<file path="config.mk">
export PLATFORM = sky130hd
export DESIGN_NAME = stat_irq_ctrl
export DESIGN_NICKNAME = d
export VERILOG_FILES = /design/src/rtl/stat_irq_pkg.sv /design/src/rtl/stat_irq_sync.sv /design/src/rtl/stat_irq_sticky.sv /design/src/rtl/stat_irq_mask.sv /design/src/rtl/stat_irq_out.sv /design/src/rtl/stat_irq_ctrl.sv
export SDC_FILE = /design/constraint.sdc
export NUM_CORES = 1
export LEC_CHECK = 0
export BUFFER_PORTS_ARGS = -buffer_cell sky130_fd_sc_hd__buf_2
export CAP_MARGIN = 10
export CORE_MARGIN = 1
export CORE_UTILIZATION = 30
export CTS_BUF_LIST = sky130_fd_sc_hd__clkbuf_4 sky130_fd_sc_hd__clkbuf_8
export DETAILED_ROUTE_END_ITERATION = 8
export GPL_ROUTABILITY_DRIVEN = 0
export PLACE_DENSITY = 0.59
export RECOVER_POWER = 100
export SETUP_SLACK_MARGIN = 0.02
export SKIP_LAST_GASP = 1
export SLEW_MARGIN = 20
export SYNTH_ARGS = -nofsm -noshare
export SYNTH_HDL_FRONTEND = slang
export SYNTH_SLANG_ARGS = --single-unit
export TNS_END_PERCENT = 30
</file>
<file path="constraint.sdc">
create_clock -name clk_i -period 1.1 [get_ports clk_i]
set_input_delay 0.055 -clock clk_i [delete_from_list [all_inputs] [get_ports clk_i]]
set_output_delay 0.055 -clock clk_i [all_outputs]
set_load 0.01 [all_outputs]
</file>
<file path="src/rtl/stat_irq_pkg.sv">
package stat_irq_pkg;
  localparam int unsigned ADDR_W = 2;
  typedef enum logic [ADDR_W-1:0] {
    SEL_LIVE   = 2'd0,
    SEL_STICKY = 2'd1,
    SEL_MASK   = 2'd2,
    SEL_RSVD   = 2'd3
  } reg_sel_e;
endpackage

</file>
<file path="src/rtl/stat_irq_sync.sv">
module stat_irq_sync #(
  parameter int unsigned WIDTH  = 4,
  parameter int unsigned STAGES = 2
) (
  input  logic             clk_i,
  input  logic             rst_ni,
  input  logic [WIDTH-1:0] d_i,
  output logic [WIDTH-1:0] q_o
);
  generate
    if (STAGES == 0) begin : g_bypass
      assign q_o = d_i;
    end else begin : g_chain
      logic [STAGES-1:0][WIDTH-1:0] stage_q;
      for (genvar s = 0; s < STAGES; s++) begin : g_stage
        always_ff @(posedge clk_i or negedge rst_ni) begin
          if (!rst_ni) stage_q[s] <= '0;
          else if (s == 0) stage_q[s] <= d_i;
          else stage_q[s] <= stage_q[(s == 0) ? 0 : s-1];
        end
      end
      assign q_o = stage_q[STAGES-1];
    end
  endgenerate
endmodule

</file>
<file path="src/rtl/stat_irq_sticky.sv">
module stat_irq_sticky #(
  parameter int unsigned WIDTH = 4
) (
  input  logic             clk_i,
  input  logic             rst_ni,
  input  logic [WIDTH-1:0] live_i,
  input  logic             wr_i,
  input  logic [WIDTH-1:0] wr_data_i,
  output logic [WIDTH-1:0] sticky_d_o,
  output logic [WIDTH-1:0] sticky_q_o
);
  logic [WIDTH-1:0] sticky_q;

  // zero in write data clears; live level always wins
  always_comb begin
    sticky_d_o = sticky_q;
    if (wr_i) sticky_d_o = sticky_q & wr_data_i;
    sticky_d_o = sticky_d_o | live_i;
  end

  always_ff @(posedge clk_i or negedge rst_ni) begin
    if (!rst_ni) sticky_q <= '0;
    else sticky_q <= sticky_d_o;
  end

  assign sticky_q_o = sticky_q;
endmodule

</file>
<file path="src/rtl/stat_irq_mask.sv">
module stat_irq_mask #(
  parameter int unsigned WIDTH = 4
) (
  input  logic             clk_i,
  input  logic             rst_ni,
  input  logic             wr_i,
  input  logic [WIDTH-1:0] wr_data_i,
  output logic [WIDTH-1:0] mask_d_o,
  output logic [WIDTH-1:0] mask_q_o
);
  logic [WIDTH-1:0] mask_q;

  assign mask_d_o = wr_i ? wr_data_i : mask_q;

  always_ff @(posedge clk_i or negedge rst_ni) begin
    if (!rst_ni) mask_q <= '0;
    else mask_q <= mask_d_o;
  end

  assign mask_q_o = mask_q;
endmodule

</file>
<file path="src/rtl/stat_irq_out.sv">
module stat_irq_out #(
  parameter int unsigned WIDTH = 4
) (
  input  logic             clk_i,
  input  logic             rst_ni,
  input  logic [WIDTH-1:0] sticky_d_i,
  input  logic [WIDTH-1:0] mask_d_i,
  output logic             irq_n_o
);
  logic irq_n_q;

  // registered from next-state so the pin is glitch-free and aligned with the flags
  always_ff @(posedge clk_i or negedge rst_ni) begin
    if (!rst_ni) irq_n_q <= 1'b1;
    else irq_n_q <= ~(|(sticky_d_i & ~mask_d_i));
  end

  assign irq_n_o = irq_n_q;
endmodule

</file>
<file path="src/rtl/stat_irq_ctrl.sv">
module stat_irq_ctrl
  import stat_irq_pkg::*;
#(
  parameter int unsigned NUM_COND    = 4,
  parameter int unsigned SYNC_STAGES = 2
) (
  input  logic                clk_i,
  input  logic                rst_ni,
  input  logic [NUM_COND-1:0] cond_i,
  input  logic                wr_en_i,
  input  logic [ADDR_W-1:0]   addr_i,
  input  logic [NUM_COND-1:0] wr_data_i,
  output logic [NUM_COND-1:0] rd_data_o,
  output logic                irq_n_o
);
  logic [NUM_COND-1:0] live_q;
  logic [NUM_COND-1:0] sticky_d, sticky_q;
  logic [NUM_COND-1:0] mask_d, mask_q;
  logic                wr_sticky, wr_mask;
  reg_sel_e            sel;

  assign sel       = reg_sel_e'(addr_i);
  assign wr_sticky = wr_en_i && (sel == SEL_STICKY);
  assign wr_mask   = wr_en_i && (sel == SEL_MASK);

  stat_irq_sync #(.WIDTH(NUM_COND), .STAGES(SYNC_STAGES)) sync_i (
    .clk_i (clk_i),
    .rst_ni(rst_ni),
    .d_i   (cond_i),
    .q_o   (live_q)
  );

  stat_irq_sticky #(.WIDTH(NUM_COND)) sticky_i (
    .clk_i     (clk_i),
    .rst_ni    (rst_ni),
    .live_i    (live_q),
    .wr_i      (wr_sticky),
    .wr_data_i (wr_data_i),
    .sticky_d_o(sticky_d),
    .sticky_q_o(sticky_q)
  );

  stat_irq_mask #(.WIDTH(NUM_COND)) mask_i (
    .clk_i    (clk_i),
    .rst_ni   (rst_ni),
    .wr_i     (wr_mask),
    .wr_data_i(wr_data_i),
    .mask_d_o (mask_d),
    .mask_q_o (mask_q)
  );

  stat_irq_out #(.WIDTH(NUM_COND)) out_i (
    .clk_i     (clk_i),
    .rst_ni    (rst_ni),
    .sticky_d_i(sticky_d),
    .mask_d_i  (mask_d),
    .irq_n_o   (irq_n_o)
  );

  always_comb begin
    unique case (sel)
      SEL_LIVE:   rd_data_o = live_q;
      SEL_STICKY: rd_data_o = sticky_q;
      SEL_MASK:   rd_data_o = mask_q;
      default:    rd_data_o = '0;
    endcase
  end
endmodule

</file>
# --- Word level (Yosys, flattened, before mapping) ---
# Index checks and enable logic that the tools add are counted.
totals:
  ff_bits: 17
  latch_bits: 0
  mem_bits_rw: 0
  rom_bits: 0
  elab_cells: 19
  n_memories: 0
classes:
  add_sub_neg: 0
  multipliers: 0
  div_mod_pow: 0
  magnitude_cmp: 0
  n_eq_ne: 2
  shift: 0
  n_mux: 3
  bitwise_logic: 5
  n_reduce_logical: 4
op_table:
  columns: ["op", "count"]
  rows:
  - ["$pmux W4 S3", 1]
  - ["$and A4 B4 Y4", 2]
  - ["$mux W4", 2]
  - ["$not A4 Y4", 1]
  - ["$or A4 B4 Y4", 1]
  - ["$reduce_or A4 Y1", 1]
  - ["$eq A2 B1 Y1 const B", 1]
  - ["$eq A2 B2 Y1 const B", 1]
  - ["$logic_and A1 B1 Y1", 2]
  - ["$logic_not A2 Y1", 1]
  - ["$not A1 Y1", 1]

# --- Logic depth before layout (Yosys ltp) ---
# Gate-level depths: netlist of the first run.
depth:
  ltp_word: 7
  depth_mapped: 5
  ltp_nobuf: 4

# --- Cells and area by module ---
# A second synthesis of the first run with hierarchy kept.
unflattened:
  hier_cells: 51
  hier_area_um2: 716.9
modules_own_cells:
  columns: ["mod", "n_inst", "cells_each", "area_per_inst_um2", "seq_area_each_um2"]
  rows:
  - ["stat_irq_sync", 1, 12, 230.2, 200.2]
  - ["stat_irq_sticky", 1, 12, 155.1, 100.1]
  - ["stat_irq_mask", 1, 8, 145.1, 100.1]
  - ["stat_irq_ctrl", 1, 13, 110.1, 0.0]
  - ["stat_irq_out", 1, 6, 76.3, 26.3]

# --- Worst setup path before layout of the first run ---
# No wires, ideal clock.
synth_path:
  kind: "input to register"
  from: "input addr_i[0]"
  to: "register out_i.irq_n_q (netlist: out_i.irq_n_o)"
  arrival_time_ns: 0.882
  required_ns: 1.018
  setup_slack_ns: 0.136
  stages: 5
  path_buffers: 1
  path_cell_list: "buf_6 > nand3b_4 > mux2_4 > nor3_2 > nor4_2"
synth_via:
  elab_chain_cells: 7
synth_lines:
  columns: ["item", "line", "rtl"]
  rows:
  - ["from (decl)", "stat_irq_ctrl.sv:11", "input logic [ADDR_W-1:0] addr_i,"]
  - ["$eq A2 B2 Y1", "stat_irq_ctrl.sv:24", "assign wr_mask = wr_en_i && (sel == SEL_MASK);"]
  - ["$logic_and A1 B1 Y1", "stat_irq_ctrl.sv:24", null]
  - ["$mux W4", "stat_irq_mask.sv:13", "assign mask_d_o = wr_i ? wr_data_i : mask_q;"]
  - ["via mask_d[1]", "stat_irq_ctrl.sv:18", "logic [NUM_COND-1:0] mask_d, mask_q;"]
  - ["$not A4 Y4", "stat_irq_out.sv:15", "else irq_n_q <= ~(|(sticky_d_i & ~mask_d_i));"]
  - ["$and A4 B4 Y4", "stat_irq_out.sv:15", null]
  - ["$reduce_or A4 Y1", "stat_irq_out.sv:15", null]
  - ["$not A1 Y1", "stat_irq_out.sv:15", null]
  - ["to (signal assigned)", "stat_irq_out.sv:15", null]
  - ["to (decl)", "stat_irq_out.sv:10", "logic irq_n_q;"]
# The timed path passes the listed nets, and every way through them passes these cells.

# --- Worst setup path in the final report of the first run ---
layout_path:
  from: "register sticky_i.sticky_q[3] (netlist: sticky_i.sticky_q_o[3])"
  to: "output rd_data_o[3]"
layout_via:
  elab_chain_cells: 1
layout_lines:
  columns: ["item", "line", "rtl"]
  rows:
  - ["from (decl)", "stat_irq_sticky.sv:12", "logic [WIDTH-1:0] sticky_q;"]
  - ["from (signal assigned)", "stat_irq_sticky.sv:23", "else sticky_q <= sticky_d_o;"]
  - ["$pmux W4 S3", "stat_irq_ctrl.sv:61", "unique case (sel)"]
  - ["to (decl)", "stat_irq_ctrl.sv:13", "output logic [NUM_COND-1:0] rd_data_o,"]
# No other way between the ends.

==> metrics.yaml, run 1 <==
logic_synthesis:
  yosys.area.top_type_share_pct: 57.1
  syn_inst: 54
  syn_area_um2: 701
  syn-num-nets: 67
  synthTopCellsByArea: "dfrtp_1, mux2i_1, mux2_4"
  synth.distinct_cells: 20
  ys_seq_area_share_pct: 60.9
  synth_enable_flop_cells: 0
  ys_async_sr_fraction_pct: 100
  ys.flop_type: "dfrtp_1"
  yosys_warnings: 0
  synth-seq-cells: 17
  syn_avg_cell_area_um2: 13.0
  synth_largest_area_cell: "dfrtp_1"
timing:
  finalHoldViolCount: 0
  worst-slew-pin-transition_ps: 415
  slew_headroom_pct: 72.4
  finalMaxSlewViolations: 0
  worst_slack_ps: -4.08
  rsz0062_at_grt: "true"
  clock_skew_ps: 1.75
  final-setup-viol-count: 1
  min_period_over_period_pct: 100
  max_freq_mhz: 906
  period_needed_ps: 1100
clock_network:
  clkTransAtPathRegs_ps: 90
  clk_path_buf_depth: 2
  clock-root-buffer: "clkbuf_4"
  clock_latency_ps: 270
  cts_num_sinks: 17
  h-tree-depth: 1
  cts_tree: "done"
  cts_buffers: 3
global_routing:
  grt_pass1_wl_um: 2210
  grt_pass1_vias: 504
  grt_max_degree: 18
  track_usage_pct: 12.1
  antenna_found_initial: 0
  grt-ovfl-total: 0
layout:
  fillers: 234
  area_growth_pct: 28.4
  fin_nets: 96
  finalNonFillerCells: 110
  antennaDiodeCount: 0
  drive_gt1_share_pct: 36.6
drt:
  viasPerCell: 4.35
  vias: 479
  drt-total-wl_um: 1300
  drtPass1Iterations: 3
  drt_iter0_drc: 2
  postRouteAntennaNets: 0
  wl_per_cell_um: 11.8
  drc: 0
placed_design:
  dp.cells: 100
  io_buffer_count: 17
  dp_hpwl_um: 978
setup_path:
  r2r_setup_slack_ps: 20
  cp_max_fo: 2
  crit_type: "flop to primary output"
  cp.arrival_ps: 1050
  crit_required_ps: 1040
  end_kind: "primary output"
  r2r-start: "mask_i.mask_q_o[1]"
  rr_endpoint: "out_i.irq_n_o"
  cp-start-kind: "flop"
  rr_worst_depth: 3
min_path:
  worstHoldStart: "wr_data_i[3]"
  whs_path_depth: 3
  holdPathEnd: "sticky_i.sticky_q_o[3]"
  worstHoldPathType: "input port to flop"
outcome:
  violations: "negative setup slack"
  outcome: "finished, violations left"
floorplanning:
  die_height_um: 50.3
  start_util_pct: 31.7
  io_pins: 18
  die_x_um: 50.3
  dieArea_um2: 2530
  fp.coreArea_um2: 2210
  row_count: 17
pwr:
  ir_worst_vdd_uv: 648
  total_power_mw: 1.24
  p_leak_nw: 0.417
  p_per_area_nw_per_um2: 1380
flow_run:
  cap_violations: 0
-- cell usage after synthesis (2+ instances only) --
cell type and instances:
a21oi_1 2, dfrtp_1 16, inv_1 3, mux2_2 2, mux2_4 2, mux2i_1 4, nand2_1 7, nor2_1 2
o21ai_0 4, o21ai_2 2
-- placed cells by master (no fill, tap or decap), types with 2 or more instances in the layout --
master	netlist	layout
buf_4	0	3
mux2_1	0	4
buf_2	0	15
inv_1	3	3
clkbuf_4	0	4
o21ai_1	1	2
mux2i_1	4	4
a21oi_1	2	2
o21ai_0	4	4
dfrtp_1	16	16
dlygate4sd3_1	0	5
nor2_1	2	2
nand2_1	7	7
-- metrics by stage --
stage	instance area [um^2]	TNS, ps	util (%)	setup WS [ps]	hold WS, ps
floorplan	701	0	-	136	-241
global placement	825	0	37.3	38.6	-10.0
detailed placement	825	-28.8	37.3	-28.8	-3.72
CTS	912	-58.3	41.2	-25.8	8.65
global route	900	-429	40.7	-106	27.7
finish	900	-4.08	40.7	-4.08	17.2
-- power by group --
group | internal, mW | switching, mW
sequential | 0.678 | 0.0247
combinational | 0.0975 | 0.105
clock | 0.165 | 0.172
-- worst max path at each step --
stage	startpoint	end	depth (start not counted)
global placement	addr_i[1]	out_i.irq_n_o	5
floorplan	addr_i[0]	out_i.irq_n_o	5
CTS	sticky_i.sticky_q_o[3]	rd_data_o[3]	3
finish	sticky_i.sticky_q_o[3]	rd_data_o[3]	3
detailed placement	addr_i[1]	out_i.irq_n_o	5
global route	sticky_i.sticky_q_o[3]	rd_data_o[3]	3
-- cell families after synthesis --
group                  count (synthesis)  synth area share [%]
buffers and inverters                  4                  3.21
AOI/OAI and AO/OA                     10                  8.75
DFF                                   17                  60.9
muxes                                  8                  13.2
and+or+nand+nor                       15                  13.9
-- final cells by class --
type                    instances  area, um^2  share of cell area [%]
clock buffers                   4        30.0                    3.34
inverters                       3        11.3                    1.25
multi-input cells              33         240                    26.7
flip-flops and latches         17         427                    47.4
well taps                      28        35.0                    3.89
repair buffers                 25         156                    17.4
-- flip-flops by register name, summed over array words and instances, names as in the netlist --
register                cells
sync_i.q_o                  4
out_i.irq_n_o               1
mask_i.mask_q_o             4
sync_i.g_chain.stage_q      4
sticky_i.sticky_q_o         4
-- layer usage --
metal  share of wire [%]  GRT usage [%]  vias up
met3                 4.2           3.03        2
met5                   0              0        -
met2                  47           20.0       11
met4                0.77           5.56        0
met1                  48           14.7      226
li1                    -              -      240
-- worst max-delay path: stages, from the launching register on --
cell	delay [ps]
dfrtp_1	400
mux2i_1	160
o21ai_1	80
buf_2	140
-- what timing repair did --
item	4_1_cts	5_1_grt
hold buffers	5	0
setup buffers	1	0
gates resized for setup	1	1
setup endpoints to repair	4	5
hold endpoints to repair	21	0
Note: power is estimated with default switching activity, not from simulation.
==> run 2, diff against run 1 <==
- HOLD_SLACK_MARGIN: unset -> 0.15
==> run 2 against run 1 <==
Against the previous run: the run still ends with negative setup slack left; cell count increased by 3.6%; via count grew 2.3%; register-to-register slack better by 40 ps; critical path type unchanged; global-route usage grew 0.13 points; wire length about the same; clock skew shrank 1.0 ps.
==> metrics.yaml, run 2 (same netlist as run 1, synthesis figures left out) <==
drt:
  viasPerCell: 4.30  # was 4.35
  drt-total-wl_um: 1300  # about the same
  drt_iter0_drc: 0  # was 2
  vias: 490  # was 479
  postRouteAntennaNets: 0  # unchanged
  drtPass1Iterations: 1  # was 3
  wl_per_cell_um: 11.4  # was 11.8 um
  drc: 0  # unchanged
timing:
  period_needed_ps: 1110  # was 1100 ps
  clock_skew_ps: 0.737  # was 1.75 ps
  worst-slew-pin-transition_ps: 408  # was 415 ps
  finalMaxSlewViolations: 0  # unchanged
  worst_slack_ps: -7.39  # was -4.08 ps
  slew_headroom_pct: 72.8  # was 72.4%
  rsz0062_at_grt: "true"  # unchanged
  final-setup-viol-count: 1  # unchanged
  max_freq_mhz: 903  # was 906 MHz
  min_period_over_period_pct: 101  # was 100%
  finalHoldViolCount: 0  # unchanged
clock_network:
  cts_num_sinks: 17  # unchanged
  cts_buffers: 3  # unchanged
  h-tree-depth: 1  # unchanged
  clock_latency_ps: 270  # about the same
  clkTransAtPathRegs_ps: 90  # about the same
  clock-root-buffer: "clkbuf_4"  # unchanged
  cts_tree: "done"  # unchanged
  clk_path_buf_depth: 2  # unchanged
setup_path:
  crit_slowest_cell: "dfrtp_1"  # unchanged
  cp-start-kind: "flop"  # unchanged
  max_stage_delay_ps: 400  # about the same
  path_depth: 3  # unchanged
  rr_worst_depth: 4  # was 3
  crit_family: "flip-flops"  # unchanged
  crit_chain: "mux2i_1, o21ai_1, buf_2"  # unchanged
  end_kind: "primary output"  # unchanged
  cp.arrival_ps: 1050  # about the same
  cp_max_fo: 2  # unchanged
  crit_required_ps: 1040  # about the same
  crit_type: "flop to primary output"  # unchanged
  cp_num_buf_inv: 1  # unchanged
global_routing:
  antenna_found_initial: 0  # unchanged
  grt_pass1_vias: 508  # was 504
  track_usage_pct: 12.2  # was 12.1%
  grt-ovfl-total: 0  # unchanged
  grt_max_degree: 18  # unchanged
  grt_pass1_wl_um: 2240  # was 2210 um
pwr:
  p_leak_nw: 0.440  # was 0.417 nW
  p_per_area_nw_per_um2: 1330  # was 1380 nW/um^2
  ir_worst_vdd_uv: 645  # was 648 uV
  total_power_mw: 1.26  # was 1.24 mW
layout:
  area_growth_pct: 35.4  # was 28.4%
  drive_gt1_share_pct: 36.0  # was 36.6%
  final_common_cell: "dfrtp_1"  # unchanged
  finalNonFillerCells: 114  # was 110
  final_cell_mix: "dfrtp_1, buf_2, dlygate4sd3_1"  # was dfrtp_1, buf_2, nand2_1
  fin_nets: 100  # was 96
  antennaDiodeCount: 0  # unchanged
outcome:
  outcome: "finished, violations left"  # unchanged
  violations: "negative setup slack"  # unchanged
floorplanning:
  row_count: 17  # unchanged
  io_pins: 18  # unchanged
  start_util_pct: 31.7  # unchanged
  fp.coreArea_um2: 2210  # unchanged
  die_x_um: 50.3  # unchanged
  dieArea_um2: 2530  # unchanged
  die_height_um: 50.3  # unchanged
min_path:
  worstHoldPathType: "input port to flop"  # unchanged
  whs_path_depth: 3  # unchanged
placed_design:
  io_buffer_count: 17  # unchanged
  dpl_worst_slack_ps: -28.8  # unchanged
  dp_hpwl_um: 978  # unchanged
  dp.cells: 100  # unchanged
flow_run:
  cap_violations: 0  # unchanged
run 2: cell types whose count changed in the layout (fill, tap and decap cells not counted), sizes merged:
cell         previous run  this run
clkbuf                  6         8
buf                    18        16
dlygate4sd3             5         9
run 2: repair_timing:
action                                  in CTS  in global routing
setup buffers                                1                  0
endpoints found under the setup margin       4                  5
cloned                                       0                  0
gates resized for setup                      1                  1
pin swaps                                    0                  0
endpoints found under the hold margin       29                  0
hold buffers                                 9                  0
run 2: layout make-up:
cell class              count  area, um^2
clock buffers               4        30.0
multi-input cells          33         251
repair buffers             29         194
fillers                   230        1260
inverters                   3        11.3
flip-flops and latches     17         427
well taps                  28        35.0
run 2: worst register-to-register path, stage by stage, from the launching register on:
cell,delay (ps)
dfrtp_1,400
buf_4,140
o21ai_2,50
a21oi_1,100
nor4_2,270
run 2: power breakdown:
group	internal (mW)	total, mW	switching, mW	leakage (nW)
Combinational	0.117	0.226	0.108	0.234
Clock	0.165	0.335	0.170	0.0184
Sequential	0.678	0.704	0.0257	0.187
Total	0.961	1.26	0.304	0.440
run 2: through the flow:
| step | utilization, % | hold WS [ps] | setup TNS, ps | area [um^2] |
|---|---|---|---|---|
| finish | 42.9 | 209 | -7.39 | 948 |
| floorplan | - | -241 | 0 | 701 |
| global placement | 37.3 | -10.0 | 0 | 825 |
| detailed placement | 37.3 | -3.72 | -28.8 | 825 |
| global route | 42.9 | 198 | -442 | 948 |
| CTS | 43.0 | 200 | -58.3 | 952 |
run 2: layer usage:
metal,vias up,wire length [um],GRT usage [%]
li1,248,-,-
met1,229,612,14.7
met2,11,621,20.4
met3,2,54,3.03
met4,0,10,5.56
met5,-,0,0
run 2: path summary, 6_finish.rpt:
check                                     startpoint                 end  slack [ps]
hold reg to reg            sync_i.g_chain.stage_q[0]       sync_i.q_o[0]         350
setup / recovery              sticky_i.sticky_q_o[3]        rd_data_o[3]          -7
min in group asynchronous                     rst_ni       sync_i.q_o[1]         240
max in group asynchronous                     rst_ni       out_i.irq_n_o         540
hold / removal                               wr_en_i  mask_i.mask_q_o[0]         210
setup reg to reg              sticky_i.sticky_q_o[3]       out_i.irq_n_o          60
==> run 3, diff against run 2 <==
- CORE_ASPECT_RATIO: unset -> 0.75
- SLEW_MARGIN: 20 -> unset
==> run 3 against run 2 <==
Against the previous run: the run ends with design-rule violations left; power increased by 1.2%; combinational power up 3%; wire length rose by 4.9%; die area about the same; flip-flop and latch count stayed put; clock skew rose by 7.7 ps; core utilization grew 2.3 points; worst hold slack lost 18 ps; clock power up 3%; register-to-register slack worse by 30 ps; critical endpoint unchanged.
==> metrics.yaml, run 3 (same netlist as run 1, synthesis figures left out) <==
outcome:
  outcome: "finished, violations left"  # unchanged
  violations: "design-rule violations"  # was negative setup slack
clock_network:
  clk_path_buf_depth: 2  # unchanged
  clock-root-buffer: "clkbuf_4"  # unchanged
  clock_latency_ps: 290  # was 270 ps
  cts_num_sinks: 17  # unchanged
  cts_buffers: 3  # unchanged
  clkTransAtPathRegs_ps: 90  # about the same
  cts_tree: "done"  # unchanged
  h-tree-depth: 1  # unchanged
setup_path:
  cp_max_fo: 2  # unchanged
  cp_num_buf_inv: 1  # unchanged
  crit_slowest_cell: "dfrtp_1"  # unchanged
  max_stage_delay_ps: 400  # about the same
  r2r-start: "sticky_i.sticky_q_o[3]"  # unchanged
  crit_chain: "mux2i_1, o21ai_1, buf_2"  # unchanged
  crit_required_ps: 1040  # about the same
  end_kind: "primary output"  # unchanged
  cp-start-kind: "flop"  # unchanged
  startpoint: "sticky_i.sticky_q_o[3]"  # unchanged
  crit_family: "flip-flops"  # unchanged
  crit_type: "flop to primary output"  # unchanged
  cp.arrival_ps: 1030  # was 1050 ps
drt:
  vias: 495  # was 490
  drtPass1Iterations: 5  # was 1
  drt_iter0_drc: 2  # was 0
  drt-total-wl_um: 1360  # was 1300 um
  wl_per_cell_um: 12.3  # was 11.4 um
  drc: 2  # was 0
  viasPerCell: 4.46  # was 4.30
  postRouteAntennaNets: 0  # unchanged
floorplanning:
  start_util_pct: 33.3  # was 31.7%
  dieArea_um2: 2540  # was 2530 um^2
  die_x_um: 57.8  # was 50.3 um
  io_pins: 18  # unchanged
  row_count: 14  # was 17
  fp.coreArea_um2: 2100  # was 2210 um^2
  die_height_um: 43.9  # was 50.3 um
layout:
  antennaDiodeCount: 0  # unchanged
  final_common_cell: "dfrtp_1"  # unchanged
  fillers: 206  # was 230
  area_growth_pct: 35.5  # was 35.4%
  fin_nets: 101  # was 100
  final_cell_mix: "dfrtp_1, buf_2, dlygate4sd3_1"  # unchanged
  drive_gt1_share_pct: 36.8  # was 36.0%
global_routing:
  grt_pass1_vias: 514  # was 508
  antenna_found_initial: 0  # unchanged
  grt_pass1_wl_um: 2280  # was 2240 um
  grt-ovfl-total: 0  # unchanged
  grt_max_degree: 18  # unchanged
  track_usage_pct: 12.9  # was 12.2%
min_path:
  worstHoldStart: "wr_en_i"  # unchanged
  worstHoldPathType: "input port to flop"  # unchanged
timing:
  rsz0062_at_grt: "true"  # unchanged
  clock_skew_ps: 8.47  # was 0.737 ps
  worst-slew-pin-transition_ps: 404  # was 408 ps
  slew_headroom_pct: 73.1  # was 72.8%
  max_freq_mhz: 918  # was 903 MHz
  finalMaxSlewViolations: 0  # unchanged
  final-setup-viol-count: 0  # was 1
  worst_slack_ps: 10.7  # was -7.39 ps
  min_period_over_period_pct: 99.0  # was 101%
  finalHoldViolCount: 0  # unchanged
  period_needed_ps: 1090  # was 1110 ps
  hold_ws_ps: 191  # was 209 ps
placed_design:
  io_buffer_count: 17  # unchanged
  dpl_worst_slack_ps: -20.1  # was -28.8 ps
  dp_hpwl_um: 1000  # was 978 um
pwr:
  p_leak_nw: 0.442  # was 0.440 nW
  ir_worst_vdd_uv: 760  # was 645 uV
  p_per_area_nw_per_um2: 1350  # was 1330 nW/um^2
flow_run:
  cap_violations: 0  # unchanged
## run 3: changes by cell type in the layout (fill, tap and decap cells not counted), sizes merged
cell,previous run,this run
clkbuf,8,10
buf,16,15
## run 3: power by group
part | leakage, nW | switching, mW | internal [mW]
registers | 0.187 | 0.0254 | 0.678
clock network | 0.0184 | 0.178 | 0.166
logic | 0.236 | 0.112 | 0.120
total | 0.442 | 0.315 | 0.964
## run 3: tightest hold or removal path: cells and delay by family
family | cells | cell delay [ps]
buffers and inverters | 1 | 120
multiplexers | 1 | 160
AND/OR/NAND/NOR | 1 | 110
## run 3: final cells by class
class	instances	area (um^2)	share of cell area (%)
clock buffers	4	30.0	3.16
inverters	3	11.3	1.19
multi-input cells	33	251	26.5
flip-flops and latches	17	427	44.9
well taps	24	30.0	3.16
repair buffers	30	200	21.1
## run 3: routing by layer
metal	up-vias	routed length (um)	GRT usage, %
met3	2	79	5.67
met4	0	15	5.71
met5	-	0	0
li1	252	-	-
met2	13	610	19.8
met1	228	658	15.8
## run 3: repair_timing
item                                    CTS  global route
hold buffers                              9             0
endpoints found under the setup margin    4             5
pin swaps                                 0             0
endpoints found under the hold margin    30             0
buffers inserted                          2             0
gates resized for setup                   2             1
## run 3: through the flow
stage	setup TNS (ps)	cell area (um^2)	power [mW]	utilization (%)	cells
after floorplan	0	701	0.836	-	54
after global placement	0	820	0.920	39.0	96
after detailed placement	-20.1	820	0.924	39.0	96
after CTS	-16.9	955	1.30	45.4	111
after global routing	-247	950	1.35	45.2	111
final	0	950	1.28	45.2	111
## run 3: worst paths after layout
kind | to | slack, ps | cells after the start
worst min-delay path | mask_i.mask_q_o[3] | 190 | 3
min in group asynchronous | sync_i.g_chain.stage_q[1] | 220 | 2
worst min register to register | sync_i.q_o[0] | 350 | 0
worst max register to register | out_i.irq_n_o | 30 | 4
max in group asynchronous | out_i.irq_n_o | 560 | 2
worst max-delay path | rd_data_o[3] | 10 | 3
